--- src/rtl/bpred_pkg.sv ---
package bpred_pkg;
  localparam int unsigned PC_W        = 32;
  localparam int unsigned INSTR_BYTES = 4;

  typedef logic [PC_W-1:0] pc_t;

  // backward (negative) offset on a branch => guess taken
  function automatic logic fn_guess(logic is_br, pc_t off);
    return is_br & off[PC_W-1];
  endfunction

  function automatic pc_t fn_seq(pc_t pc);
    return pc + pc_t'(INSTR_BYTES);
  endfunction

  function automatic pc_t fn_jump(pc_t pc, pc_t off);
    return pc + off;
  endfunction

  // address of the path the branch really follows
  function automatic pc_t fn_recover(logic taken, pc_t pc, pc_t tgt);
    return taken ? tgt : fn_seq(pc);
  endfunction
endpackage

--- src/rtl/bp_dir_pred.sv ---
module bp_dir_pred
  import bpred_pkg::*;
(
  input  logic valid_i,
  input  logic is_br_i,
  input  pc_t  pc_i,
  input  pc_t  offset_i,
  output logic guess_o,
  output pc_t  npc_o
);
  logic guess_w;
  assign guess_w = valid_i & fn_guess(is_br_i, offset_i);
  assign guess_o = guess_w;
  assign npc_o   = guess_w ? fn_jump(pc_i, offset_i) : fn_seq(pc_i);
endmodule

--- src/rtl/bp_resolve.sv ---
module bp_resolve
  import bpred_pkg::*;
(
  input  logic valid_i,
  input  logic pred_i,
  input  logic taken_i,
  input  pc_t  pc_i,
  input  pc_t  target_i,
  output logic wrong_o,
  output pc_t  recover_o
);
  assign wrong_o   = valid_i & (pred_i ^ taken_i);
  assign recover_o = fn_recover(taken_i, pc_i, target_i);
endmodule

--- src/rtl/bp_squash.sv ---
module bp_squash #(
  parameter int unsigned CTRL_W = 8,
  parameter int unsigned STAGES = 2
) (
  input  logic                       kill_i,
  input  logic [STAGES*CTRL_W-1:0]   ctrl_i,
  output logic [STAGES*CTRL_W-1:0]   ctrl_o
);
  for (genvar s = 0; s < STAGES; s++) begin : g_stage
    assign ctrl_o[s*CTRL_W +: CTRL_W] = kill_i ? '0 : ctrl_i[s*CTRL_W +: CTRL_W];
  end
endmodule

--- src/rtl/bp_counters.sv ---
module bp_counters #(
  parameter int unsigned CNT_W = 32
) (
  input  logic             clk,
  input  logic             rst_n,
  input  logic             br_ev_i,
  input  logic             mis_ev_i,
  output logic [CNT_W-1:0] br_cnt_o,
  output logic [CNT_W-1:0] mis_cnt_o
);
  always_ff @(posedge clk) begin
    if (!rst_n) begin
      br_cnt_o  <= '0;
      mis_cnt_o <= '0;
    end else begin
      if (br_ev_i)  br_cnt_o  <= br_cnt_o + 1'b1;
      if (mis_ev_i) mis_cnt_o <= mis_cnt_o + 1'b1;
    end
  end


  mis_step_chk: assert property (@(posedge clk) disable iff (!rst_n)
    mis_ev_i |=> mis_cnt_o == $past(mis_cnt_o) + 1'b1);

  br_idle_chk: assert property (@(posedge clk) disable iff (!rst_n)
    !br_ev_i |=> $stable(br_cnt_o));
endmodule

--- src/rtl/bpred_fetch_ctl.sv ---
module bpred_fetch_ctl
  import bpred_pkg::*;
#(
  parameter int unsigned CTRL_W   = 8,
  parameter int unsigned STAGES   = 2,
  parameter int unsigned CNT_W    = 32,
  parameter logic [31:0] RESET_PC = 32'h0
) (
  input  logic                     clk,
  input  logic                     rst_n,
  input  logic                     if_valid,
  input  logic                     if_is_br,
  input  logic [31:0]              if_offset,
  output logic [31:0]              fetch_pc,
  output logic                     if_pred_taken,
  input  logic                     rs_valid,
  input  logic                     rs_pred,
  input  logic                     rs_taken,
  input  logic [31:0]              rs_pc,
  input  logic [31:0]              rs_target,
  output logic                     flush,
  input  logic [STAGES*CTRL_W-1:0] yng_ctrl_i,
  output logic [STAGES*CTRL_W-1:0] yng_ctrl_o,
  output logic [CNT_W-1:0]         br_count,
  output logic [CNT_W-1:0]         mis_count
);
  localparam int unsigned CTRL_BITS = STAGES * CTRL_W;

  pc_t  pc_q;
  pc_t  guess_npc;
  pc_t  recover_pc;
  logic guess_tk;
  logic wrong_ev;      // internal event: resolve disagrees with guess
  logic take_redir;    // internal event: PC loads recovery address
  logic take_fetch;    // internal event: PC loads guessed address

  bp_dir_pred u_dir (
    .valid_i (if_valid),
    .is_br_i (if_is_br),
    .pc_i    (pc_q),
    .offset_i(if_offset),
    .guess_o (guess_tk),
    .npc_o   (guess_npc)
  );

  bp_resolve u_res (
    .valid_i  (rs_valid),
    .pred_i   (rs_pred),
    .taken_i  (rs_taken),
    .pc_i     (rs_pc),
    .target_i (rs_target),
    .wrong_o  (wrong_ev),
    .recover_o(recover_pc)
  );

  bp_squash #(.CTRL_W(CTRL_W), .STAGES(STAGES)) u_sq (
    .kill_i(wrong_ev),
    .ctrl_i(yng_ctrl_i),
    .ctrl_o(yng_ctrl_o)
  );

  bp_counters #(.CNT_W(CNT_W)) u_cnt (
    .clk      (clk),
    .rst_n    (rst_n),
    .br_ev_i  (rs_valid),
    .mis_ev_i (wrong_ev),
    .br_cnt_o (br_count),
    .mis_cnt_o(mis_count)
  );

  assign take_redir = wrong_ev;
  assign take_fetch = if_valid & ~wrong_ev;

  always_ff @(posedge clk) begin
    if (!rst_n)          pc_q <= RESET_PC;
    else if (take_redir) pc_q <= recover_pc;
    else if (take_fetch) pc_q <= guess_npc;
  end

  assign fetch_pc      = pc_q;
  assign if_pred_taken = guess_tk;
  assign flush         = wrong_ev;


  seq_step_chk: assert property (@(posedge clk) disable iff (!rst_n)
    (if_valid && !if_is_br && !flush) |=> fetch_pc == $past(fetch_pc) + 32'd4);

  back_jump_chk: assert property (@(posedge clk) disable iff (!rst_n)
    (if_valid && if_is_br && if_offset[31] && !flush) |=>
      fetch_pc == $past(fetch_pc) + $past(if_offset));

  idle_hold_chk: assert property (@(posedge clk) disable iff (!rst_n)
    (!if_valid && !flush) |=> $stable(fetch_pc));

  undo_taken_chk: assert property (@(posedge clk) disable iff (!rst_n)
    (rs_valid && rs_pred && !rs_taken) |=> fetch_pc == $past(rs_pc) + 32'd4);

  late_taken_chk: assert property (@(posedge clk) disable iff (!rst_n)
    (rs_valid && !rs_pred && rs_taken) |=> fetch_pc == $past(rs_target));

  squash_zero_chk: assert property (@(posedge clk) disable iff (!rst_n)
    flush |-> yng_ctrl_o == {CTRL_BITS{1'b0}});

  squash_pass_chk: assert property (@(posedge clk) disable iff (!rst_n)
    !flush |-> yng_ctrl_o == yng_ctrl_i);

  rs_idle_chk: assert property (@(posedge clk) disable iff (!rst_n)
    !rs_valid |-> !flush);
endmodule

--- config.mk ---
export PLATFORM = sky130hd
export DESIGN_NAME = bpred_fetch_ctl
export DESIGN_NICKNAME = d
export VERILOG_FILES = /design/src/rtl/bpred_pkg.sv /design/src/rtl/bp_dir_pred.sv /design/src/rtl/bp_resolve.sv /design/src/rtl/bp_squash.sv /design/src/rtl/bp_counters.sv /design/src/rtl/bpred_fetch_ctl.sv
export SDC_FILE = /design/constraint.sdc
export NUM_CORES = 1
export LEC_CHECK = 0
export BUFFER_PORTS_ARGS = -buffer_cell sky130_fd_sc_hd__buf_2
export CORE_ASPECT_RATIO = 0.5
export CORE_UTILIZATION = 51
export DETAILED_ROUTE_END_ITERATION = 16
export MAX_ROUTING_LAYER = met4
export PLACE_DENSITY = 0.86
export RECOVER_POWER = 25
export SYNTH_ARGS = -nofsm -noshare
export SYNTH_HDL_FRONTEND = slang
export SYNTH_SLANG_ARGS = --single-unit
--- constraint.sdc ---
create_clock -name clk -period 4.7 [get_ports clk]
set_input_delay 0.94 -clock clk [delete_from_list [all_inputs] [get_ports clk]]
set_output_delay 0.94 -clock clk [all_outputs]
set_load 0.01 [all_outputs]
## Yosys cells after proc, flatten, opt, wreduce, memory -nomap -nowiden

Index checks and enable logic that the tools add are counted.

- Logic and storage cells: 21
- Bits of input ports: 119
- Bits in registers: 96
- Output and inout port bits: 114

- Add/sub/neg operators: 5
- Bitwise logic cells: 6
- Reductions and logical operators: 1
- Mux-type cells: 6

Operators with widths:

| operator | count |
|---|---|
| $mux W32 | 4 |
| $add A32 B1 Y32 const B | 2 |
| $add A32 B3 Y32 const B | 2 |
| $add A32 B32 Y32 | 1 |
| $mux W8 | 2 |
| $and A1 B1 Y1 | 4 |
| $reduce_bool A2 Y1 | 1 |
| $not A1 Y1 | 1 |
| $xor A1 B1 Y1 | 1 |

## Logic depth before layout (Yosys ltp)

Gate-level depths: netlist of run 1.

- Depth after elaboration: 6
- Mapped depth: 11
- Gate-level depth less buffers: 11

## By module

A second synthesis of run 1 with hierarchy kept.

- Cells, all modules: 1,050
- Area total of the unflattened synthesis: 8,511.9 sq um

Modules (own cells, without submodules):

| module | area an instance (sq um) | times used | sequential area each (sq um) | cells each |
|---|---|---|---|---|
| bp_counters | 3,061.7 | 1 | 1,281.2 | 351 |
| bp_dir_pred | 2,499.9 | 1 | 0.0 | 376 |
| bpred_fetch_ctl | 1,778.0 | 1 | 640.6 | 141 |
| bp_resolve | 1,028.5 | 1 | 0.0 | 165 |
| bp_squash | 143.9 | 1 | 0.0 | 17 |

## Worst setup path before layout of run 1

No wires, ideal clock.

- Path type: in2reg
- Start point: input if_offset[7]
- End point: register pc_q[31], in the netlist fetch_pc[31]
- Cell stages on the path: 10
- Setup slack: 1.484 ns
- Data required time: 4.614 ns
- Setup time: 0.086 ns
- Arrival: 3.130 ns
- Path buffers: 1
- Path through: ha_1 buf_4 nand2_1 o211a_1 or2_1 a2111oi_4 o32ai_2 o41ai_2 mux2_4 a221oi_2

- Cells in the longest elaborated chain, start to end: 4

Ends and longest elaborated chain:

| item | RTL line | RTL |
|---|---|---|
| start, declared | bpred_fetch_ctl.sv:13 | `input logic [31:0] if_offset,` |
| $add A32 B32 Y32 | bpred_pkg.sv:17 | `return pc + off;` |
| $mux W32 | bp_dir_pred.sv:14 | `assign npc_o = guess_w ? fn_jump(pc_i, offset_i) : fn_seq(pc_i);` |
| $mux W32 | bpred_fetch_ctl.sv:77 | `else if (take_fetch) pc_q <= guess_npc;` |
| $mux W32 | bpred_fetch_ctl.sv:76 | `else if (take_redir) pc_q <= recover_pc;` |
| end signal, assigned | bpred_fetch_ctl.sv:76 |  |
| end signal, assigned | bpred_fetch_ctl.sv:77 |  |
| end, declared | bpred_fetch_ctl.sv:29 | `pc_t pc_q;` |

Every way passes these cells. The select of a mux whose other input is x is not followed.
A chain may end at the register's enable or synchronous reset.

## Worst setup path after layout of run 1

- Start point: input if_offset[6]
- End point: register pc_q[31], in the netlist fetch_pc[31]

Same word-level chain as after synthesis.

==> impl_results.rst, run 1 <==
.. list-table::
   :header-rows: 1

   * - Metric
     - Value
   * - Clock Power Share
     - ~34%
   * - Ys flop type
     - dfxtp_1
   * - Number of antenna violations at the first check in global routing
     - 0
   * - Share of the clock period used by the worst path after layout
     - 70.5%
   * - Synth Area in Compound Gates
     - 20.8%
   * - 1st-iter DRT viols
     - 718
   * - Final cell count without fillers
     - 1435
   * - Number of DRC violations after detailed routing
     - 0
   * - Worst-case setup margin in the final layout
     - 1.38 ns
   * - Max-slew headroom at the worst pin
     - 34.1%
   * - Die area
     - 15700 um^2
   * - Comb pwr share
     - 28.4%
   * - Drt wl/cell
     - about 17 um
   * - Post-CTS setup-driven buffer insertion count
     - 0
   * - Highest-count cells in the layout ignoring fill and taps
     - buf_2, nand2_1, nor2_1
   * - Worst skew pair latency
     - 0.35 ns
   * - Mean instance size in the synthesized netlist
     - 7.51 um^2
   * - Startpoint type of the worst setup path
     - primary input
   * - Leading cell type in the layout, fill and taps excluded
     - buf_2
   * - Fraction of the yosys area taken by sequential cells
     - 24.9%
   * - Vias after detailed routing
     - 8548
   * - Max Fclk
     - around 0.30 GHz
   * - Xor/xnor share of the synthesized area
     - approximately 13%
   * - Initial cell density of the core
     - 52.8%
   * - Via density per instance
     - 5.96
   * - Power consumption
     - about 2.4 mW
   * - Hold/Removal Path Class
     - reg -> reg
   * - Synth Register Bits
     - 96
   * - Synth Cell Area
     - between 7000 and 8000 um^2
   * - Final HPWL from detailed placement
     - 18.9 mm
   * - Worst-path fanout max
     - 4
   * - Most area-consuming cells after synthesis
     - dfxtp_1, xor2_1, ha_1
   * - Worst hold path endpoint
     - u_cnt.mis_cnt_o[1]
   * - Maximum root-to-sink buffer count
     - 2
   * - Number of hold buffers added after cts
     - 0
   * - Fraction of layout cells with a size suffix above 1
     - 19.6%
   * - Fraction of synthesized area in multiplexers
     - 1.36%
   * - R2R setup slack
     - roughly 1.6 ns
   * - Total placed cells including tap cells
     - 1418
   * - Synth Area in Simple Gates
     - 31.1%
   * - Hold Crit Depth
     - 2
   * - Reg2Reg Capture Point
     - fetch_pc[31]
   * - Kind of capture point of the worst setup path
     - flip-flop
   * - Routed Wire Length
     - 24.8 mm
   * - Maximum vdd drop
     - 189 uV
   * - Total setup violations reported at the end of the flow
     - 0
   * - Final weighted congestion of routability-driven global placement
     - 0.969
   * - Drt pass-1 iters
     - 5
   * - CTS tree
     - built
   * - Hold Startpoint
     - u_cnt.mis_cnt_o[1]
   * - Library cells used by synthesis
     - 82
   * - Finished Core Util
     - 63.2%
   * - Leading area contributor after synthesis
     - dfxtp_1
   * - Synthesis-to-layout area growth
     - 19.6%
   * - Ratio of total power to cell area
     - 259 nW/um^2
   * - Number of maximum-capacitance violations
     - 0
   * - Time the worst path needs with I/O delays and setup
     - 3.32 ns
   * - Clock transition time at the flip-flop clock pins of the worst setup and hold paths
     - 0.08 ns
   * - Number of buffers inserted during clock tree synthesis
     - 9
   * - Result of the run
     - finished, final reports clean
   * - Area fraction of the dominant cell type after synthesis
     - between 20 and 25%
   * - Count of flip-flops with a built-in enable after synthesis
     - 0
   * - Switching Fraction
     - 35.4%
   * - Global-route wire length before repair
     - 38.3 mm
   * - Height of the die
     - 89.0 um
   * - Number of I/O pins
     - roughly 230
   * - Setup_tns
     - 0 ns
   * - Internal Power
     - 1.54 mW
   * - Post-Syn Nets
     - 1183
   * - Syn Inst Count
     - 1028
   * - Total non-filler cell area in the finished layout
     - 9240 um^2
   * - Actual slew at the worst max-slew pin
     - 0.987 ns
   * - Combinational family with the most area after synthesis
     - simple AND/OR/NAND/NOR gates
   * - Pin count of the biggest net entering global routing
     - between 70 and 80
   * - Post-layout nets
     - 1386
   * - Max-slew violation total from the final report
     - 0
   * - IO Port Bufs
     - between 200 and 250
   * - Global Route Usage Sum
     - 31.6%
   * - Antenna-violating nets left
     - 0
   * - Switching power summed over all nets
     - 846 uW
   * - Leakage power figure
     - 3.85 nW
   * - Synth warn
     - 0
   * - Root Driver
     - clkbuf_16
   * - Setup slack at placement
     - 1.10 ns
   * - Reg power frac
     - 38.0%
   * - Die Span X
     - 176 um
   * - Hold_ws
     - between 0.4 and 0.5 ns
   * - Fillers
     - between 1000 and 1500
   * - Via count of the first global-routing pass
     - 7688
   * - Reg2Reg Launch Point
     - fetch_pc[7]
   * - Sink count of the clock tree
     - 96
   * - Setup skew after layout
     - 0.0154 ns
   * - Std-Cell Core Area
     - between 10000 and 15000 um^2
   * - Cell count of the worst reg-to-reg path
     - 9
   * - Crit Path Category
     - in -> reg
   * - CTS H-Tree Depth
     - 3
   * - Synthesized-area fraction occupied by adder cells
     - under 10%
   * - Endpoints failing hold
     - 0
   * - Share of flip-flops with an asynchronous set or reset after synthesis
     - 0%
   * - Standard cell area after detailed placement
     - 8990 um^2
   * - Standard-cell rows
     - 31
   * - Arrival time at the worst endpoint
     - 3.58 ns
   * - Post-cts gate resize count
     - 0
   * - Unrepaired setup endpoints after global routing
     - false
   * - Total gr overflow
     - 0
   * - Required time reported for the critical path endpoint
     - 4.97 ns
power groups by stage:
stage | sequential [mW] | clock [mW] | combinational (mW)
floorplan | 0.920 | 0 | 0.443
global placement | 0.923 | 0 | 0.654
detailed placement | 0.924 | 0 | 0.664
CTS | 0.905 | 0.804 | 0.669
global route | 0.913 | 0.843 | 0.745
finish | 0.909 | 0.803 | 0.679
worst max-delay path by stage:
stage / slack (ns) / startpoint / end / cells past startpoint
final: 1.38 / if_offset[6] / fetch_pc[31] / 10
after global routing: 1.31 / if_offset[0] / fetch_pc[28] / 12
after CTS: 1.43 / if_offset[6] / fetch_pc[31] / 10
after detailed placement: 1.10 / if_offset[6] / fetch_pc[31] / 10
after global placement: 1.14 / if_offset[7] / fetch_pc[31] / 10
after floorplan: 1.48 / if_offset[7] / fetch_pc[31] / 10
synth_stat cells (3+ instances only):
cell and count:
buf_1 7, o311ai_0 3, and2_1 30, dfxtp_1 96, o21ai_1 7, xnor2_1 45, or2_2 5, o32ai_1 6
a31oi_1 5, or3_1 14, a211o_1 3, and3_1 22, nand3_1 53, o221ai_1 4, nand3b_1 4, and3_2 3
mux2i_1 9, nor4_1 4, buf_2 4, nand2_1 115, o31ai_1 7, and4_1 9, nor2_1 115, a211oi_1 11
o211a_1 3, nor2b_1 13, nor3_1 25, o21ai_0 58, inv_1 16, a21oi_1 80, ha_1 35, clkbuf_1 33
a221oi_1 7, a21o_1 11, o211ai_1 11, nand4_1 30, xor2_1 64, o21a_1 6
flip-flops by register name, indices dropped and copies added (netlist names):
name / flops
u_cnt.mis_cnt_o: 32
u_cnt.br_cnt_o: 32
fetch_pc: 32
critical path: stages:
cell and delay, ns:
buf_2 0.10, ha_1 0.34, a21oi_1 0.11, o211a_1 0.26, or2_1 0.28, a2111oi_4 0.40, o32ai_2 0.17, o41ai_2 0.39
mux2_4 0.35, a221oi_2 0.25
kinds of logic (layout without fill, tap and decap cells):
| family | after synthesis | in the layout |
|---|---|---|
| simple gates | 465 | 465 |
| compound gates | 246 | 246 |
| xor+xnor | 110 | 110 |
| flops | 96 | 96 |
| buf+inv | 65 | 273 |
| fa+ha+maj | 36 | 36 |
| mux | 10 | 10 |
| other cells | 0 | 1 |
metal layers:
metal  track usage [%]  share of wire (%)  vias up
met5                 -                  0        -
met4              10.7                1.8        0
met3              5.31                8.5       39
met2              51.0                 46      418
met1              40.4                 44     3964
li1                  -                  -     4127
layout make-up:
cell class | count | area [um^2] | area share (%)
Multi-Input combinational cell | 867 | 5540 | 59.9
Timing Repair Buffer | 239 | 1150 | 12.4
Inverter | 18 | 67.6 | 0.731
Clock inverter | 7 | 87.6 | 0.948
Tap cell | 198 | 248 | 2.68
Clock buffer | 9 | 225 | 2.44
Sequential cell | 96 | 1920 | 20.8
Antenna cell | 1 | 2.50 | 0.0271
No activity file was read; power rests on OpenSTA's default activity.
==> inputs of run 2 (changes only) <==
Settings changed: CORE_UTILIZATION 51 to 48, PLACE_DENSITY 0.86 to 0.85.
Clock period 4.7 ns to 2.85 ns, I/O delays scaled along.
==> run 2 against run 1 <==
The flow now finishes with violations (capacitance limit, slew limit); final area up 7.5%; count of clock-buffer cells in the layout did not move; sequential power up 62%; worst setup slack worse by 1.3 ns; sequential share of layout area decreased by 1.4 points; global-route usage up 0.54 points; final cell count grew 5.9%; highest routed layer unchanged; clock power increased by 67%; core utilization rose by 0.56 points; first-iteration DRC count rose by 32%.
==> impl_results.rst, run 2 (synthesis gave the netlist of run 1 again) <==
.. list-table::
   :header-rows: 1

   * - Metric
     - Value
   * - 1st-iter DRT viols
     - approximately 950
   * - Final HPWL from detailed placement
     - just over 20 mm
   * - Max-slew headroom at the worst pin
     - -0.152%
   * - Root Driver
     - clkbuf_16
   * - Arrival time at the worst endpoint
     - 3.03 ns
   * - Time the worst path needs with I/O delays and setup
     - 2.77 ns
   * - Setup skew after layout
     - around 0.014 ns
   * - Number of antenna violations at the first check in global routing
     - 1
   * - Hold_ws
     - 0.487 ns
   * - CTS H-Tree Depth
     - 3
   * - Unrepaired setup endpoints after global routing
     - true
   * - Initial cell density of the core
     - 49.6%
   * - Height of the die
     - approximately 90 um
   * - Pin count of the biggest net entering global routing
     - 54
   * - Via count of the first global-routing pass
     - 8295
   * - Drt wl/cell
     - approximately 18 um
   * - Total setup violations reported at the end of the flow
     - 0
   * - Std-Cell Core Area
     - 15600 um^2
   * - Synthesis-to-layout area growth
     - 28.6%
   * - Via density per instance
     - 5.91
   * - Worst-case setup margin in the final layout
     - 0.0759 ns
   * - Failing checks
     - capacitance limit, slew limit
   * - Antenna-violating nets left
     - 0
   * - Final weighted congestion of routability-driven global placement
     - 0.961
   * - Global Route Usage Sum
     - 32.1%
   * - Hold/Removal Path Class
     - reg -> reg
   * - Vias after detailed routing
     - 8980
   * - Comb pwr share
     - around a third
   * - Internal Power
     - between 2 and 3 mW
   * - IO Port Bufs
     - between 200 and 250
   * - Startpoint type of the worst setup path
     - flip-flop
   * - Clock transition time at the flip-flop clock pins of the worst setup and hold paths
     - roughly 0.080 ns
   * - Number of maximum-capacitance violations
     - 1
   * - Maximum root-to-sink buffer count
     - 2
   * - Number of buffers inserted during clock tree synthesis
     - 9
   * - Number of hold buffers added after cts
     - 0
   * - Routed Wire Length
     - 26.9 mm
   * - Clock Power Share
     - 32.1%
   * - Number of I/O pins
     - ~230
   * - Endpoints failing hold
     - 0
   * - Worst-path fanout max
     - 4
   * - Drt pass-1 iters
     - 6
   * - Die Span X
     - 181 um
   * - Actual slew at the worst max-slew pin
     - 1.50 ns
   * - CTS tree
     - built
   * - Total gr overflow
     - 0
   * - Number of DRC violations after detailed routing
     - 0
   * - Share of the clock period used by the worst path after layout
     - a little over nine tenths
   * - Ratio of total power to cell area
     - between 400 and 500 nW/um^2
   * - Switching power summed over all nets
     - 1.48 mW
   * - Highest-count cells in the layout ignoring fill and taps
     - buf_2, nand2_1, nor2_1
   * - Leading cell type in the layout, fill and taps excluded
     - buf_2
   * - Global-route wire length before repair
     - 41.7 mm
   * - Post-layout nets
     - 1464
   * - Worst skew pair latency
     - 0.35 ns
   * - Switching Fraction
     - 35.4%
   * - Result of the run
     - finished with violations
   * - Maximum vdd drop
     - 388 uV
   * - Max-slew violation total from the final report
     - 34
   * - Max Fclk
     - approximately 0.36 GHz
   * - Fraction of layout cells with a size suffix above 1
     - 25.6%
   * - Reg power frac
     - between 30% and 40%
   * - Leakage power figure
     - 4.27 nW
   * - Setup slack at placement
     - -0.232 ns
   * - Kind of capture point of the worst setup path
     - flip-flop
   * - Die area
     - 16600 um^2
   * - Crit Path Category
     - reg -> reg
   * - Required time reported for the critical path endpoint
     - 3.11 ns
   * - Sink count of the clock tree
     - 96
   * - Standard-cell rows
     - 32
## run 2: critical path, stage by stage (launching register included)
cell and delay, ns:
dfxtp_2 0.35, ha_1 0.27, a21o_1 0.14, and4_4 0.25
o21ai_1 0.06, buf_4 0.15, a2111oi_4 0.38, o32ai_2 0.16
o41ai_2 0.34, mux2_4 0.34, a221oi_2 0.26
## run 2: power groups by stage
| stage | Sequential (mW) | Clock, mW | Combinational, mW |
|---|---|---|---|
| after floorplan | 1.52 | 0 | 0.730 |
| after global routing | 1.47 | 1.41 | 1.48 |
| after detailed placement | 1.49 | 0 | 1.32 |
| final | 1.47 | 1.34 | 1.37 |
| after global placement | 1.49 | 0 | 1.29 |
| after CTS | 1.46 | 1.35 | 1.32 |
## run 2: final cells by class
| class | instances | area [um^2] |
|---|---|---|
| well taps | 204 | 255 |
| fillers | 1393 | 5650 |
| multi-input cells | 867 | 5610 |
| clock buffers | 9 | 225 |
| inverters | 18 | 67.6 |
| diodes | 1 | 2.50 |
| clock inverters | 7 | 95.1 |
| repair buffers | 317 | 1750 |
| flip-flops and latches | 96 | 1930 |
## run 2: final timing paths
kind | from | endpoint | slack (ns) | depth (start not counted)
max | fetch_pc[1] | fetch_pc[31] | 0.08 | 10
min | u_cnt.mis_cnt_o[31] | u_cnt.mis_cnt_o[31] | 0.49 | 2
max reg2reg | fetch_pc[1] | fetch_pc[31] | 0.08 | 10
min reg2reg | u_cnt.mis_cnt_o[31] | u_cnt.mis_cnt_o[31] | 0.49 | 2
## run 2: repair_timing
action / CTS / global route
setup buffers: 0 / 1
resized for setup: 0 / 16
endpoints found under the setup margin: 0 / 7
## run 2: routing by layer
layer	part of all wire, %	vias up	track usage (%)
met5	0	-	-
met4	2.1	0	8.69
met3	9.2	54	5.76
met2	45	499	51.4
met1	44	4163	41.8
li1	-	4264	-
## run 2: metrics by stage
step	power (mW)	utilization (%)	instances	TNS, ns	area, um^2
5_1_grt	4.35	63.8	1519	-0.0281	9930
2_1_floorplan	2.25	-	1028	0	7720
3_5_place_dp	2.80	61.6	1502	-0.985	9590
3_3_place_gp	2.78	61.6	1502	-0.304	9590
4_1_cts	4.13	63.7	1518	0	9910
6_report	4.17	63.8	1519	0	9930
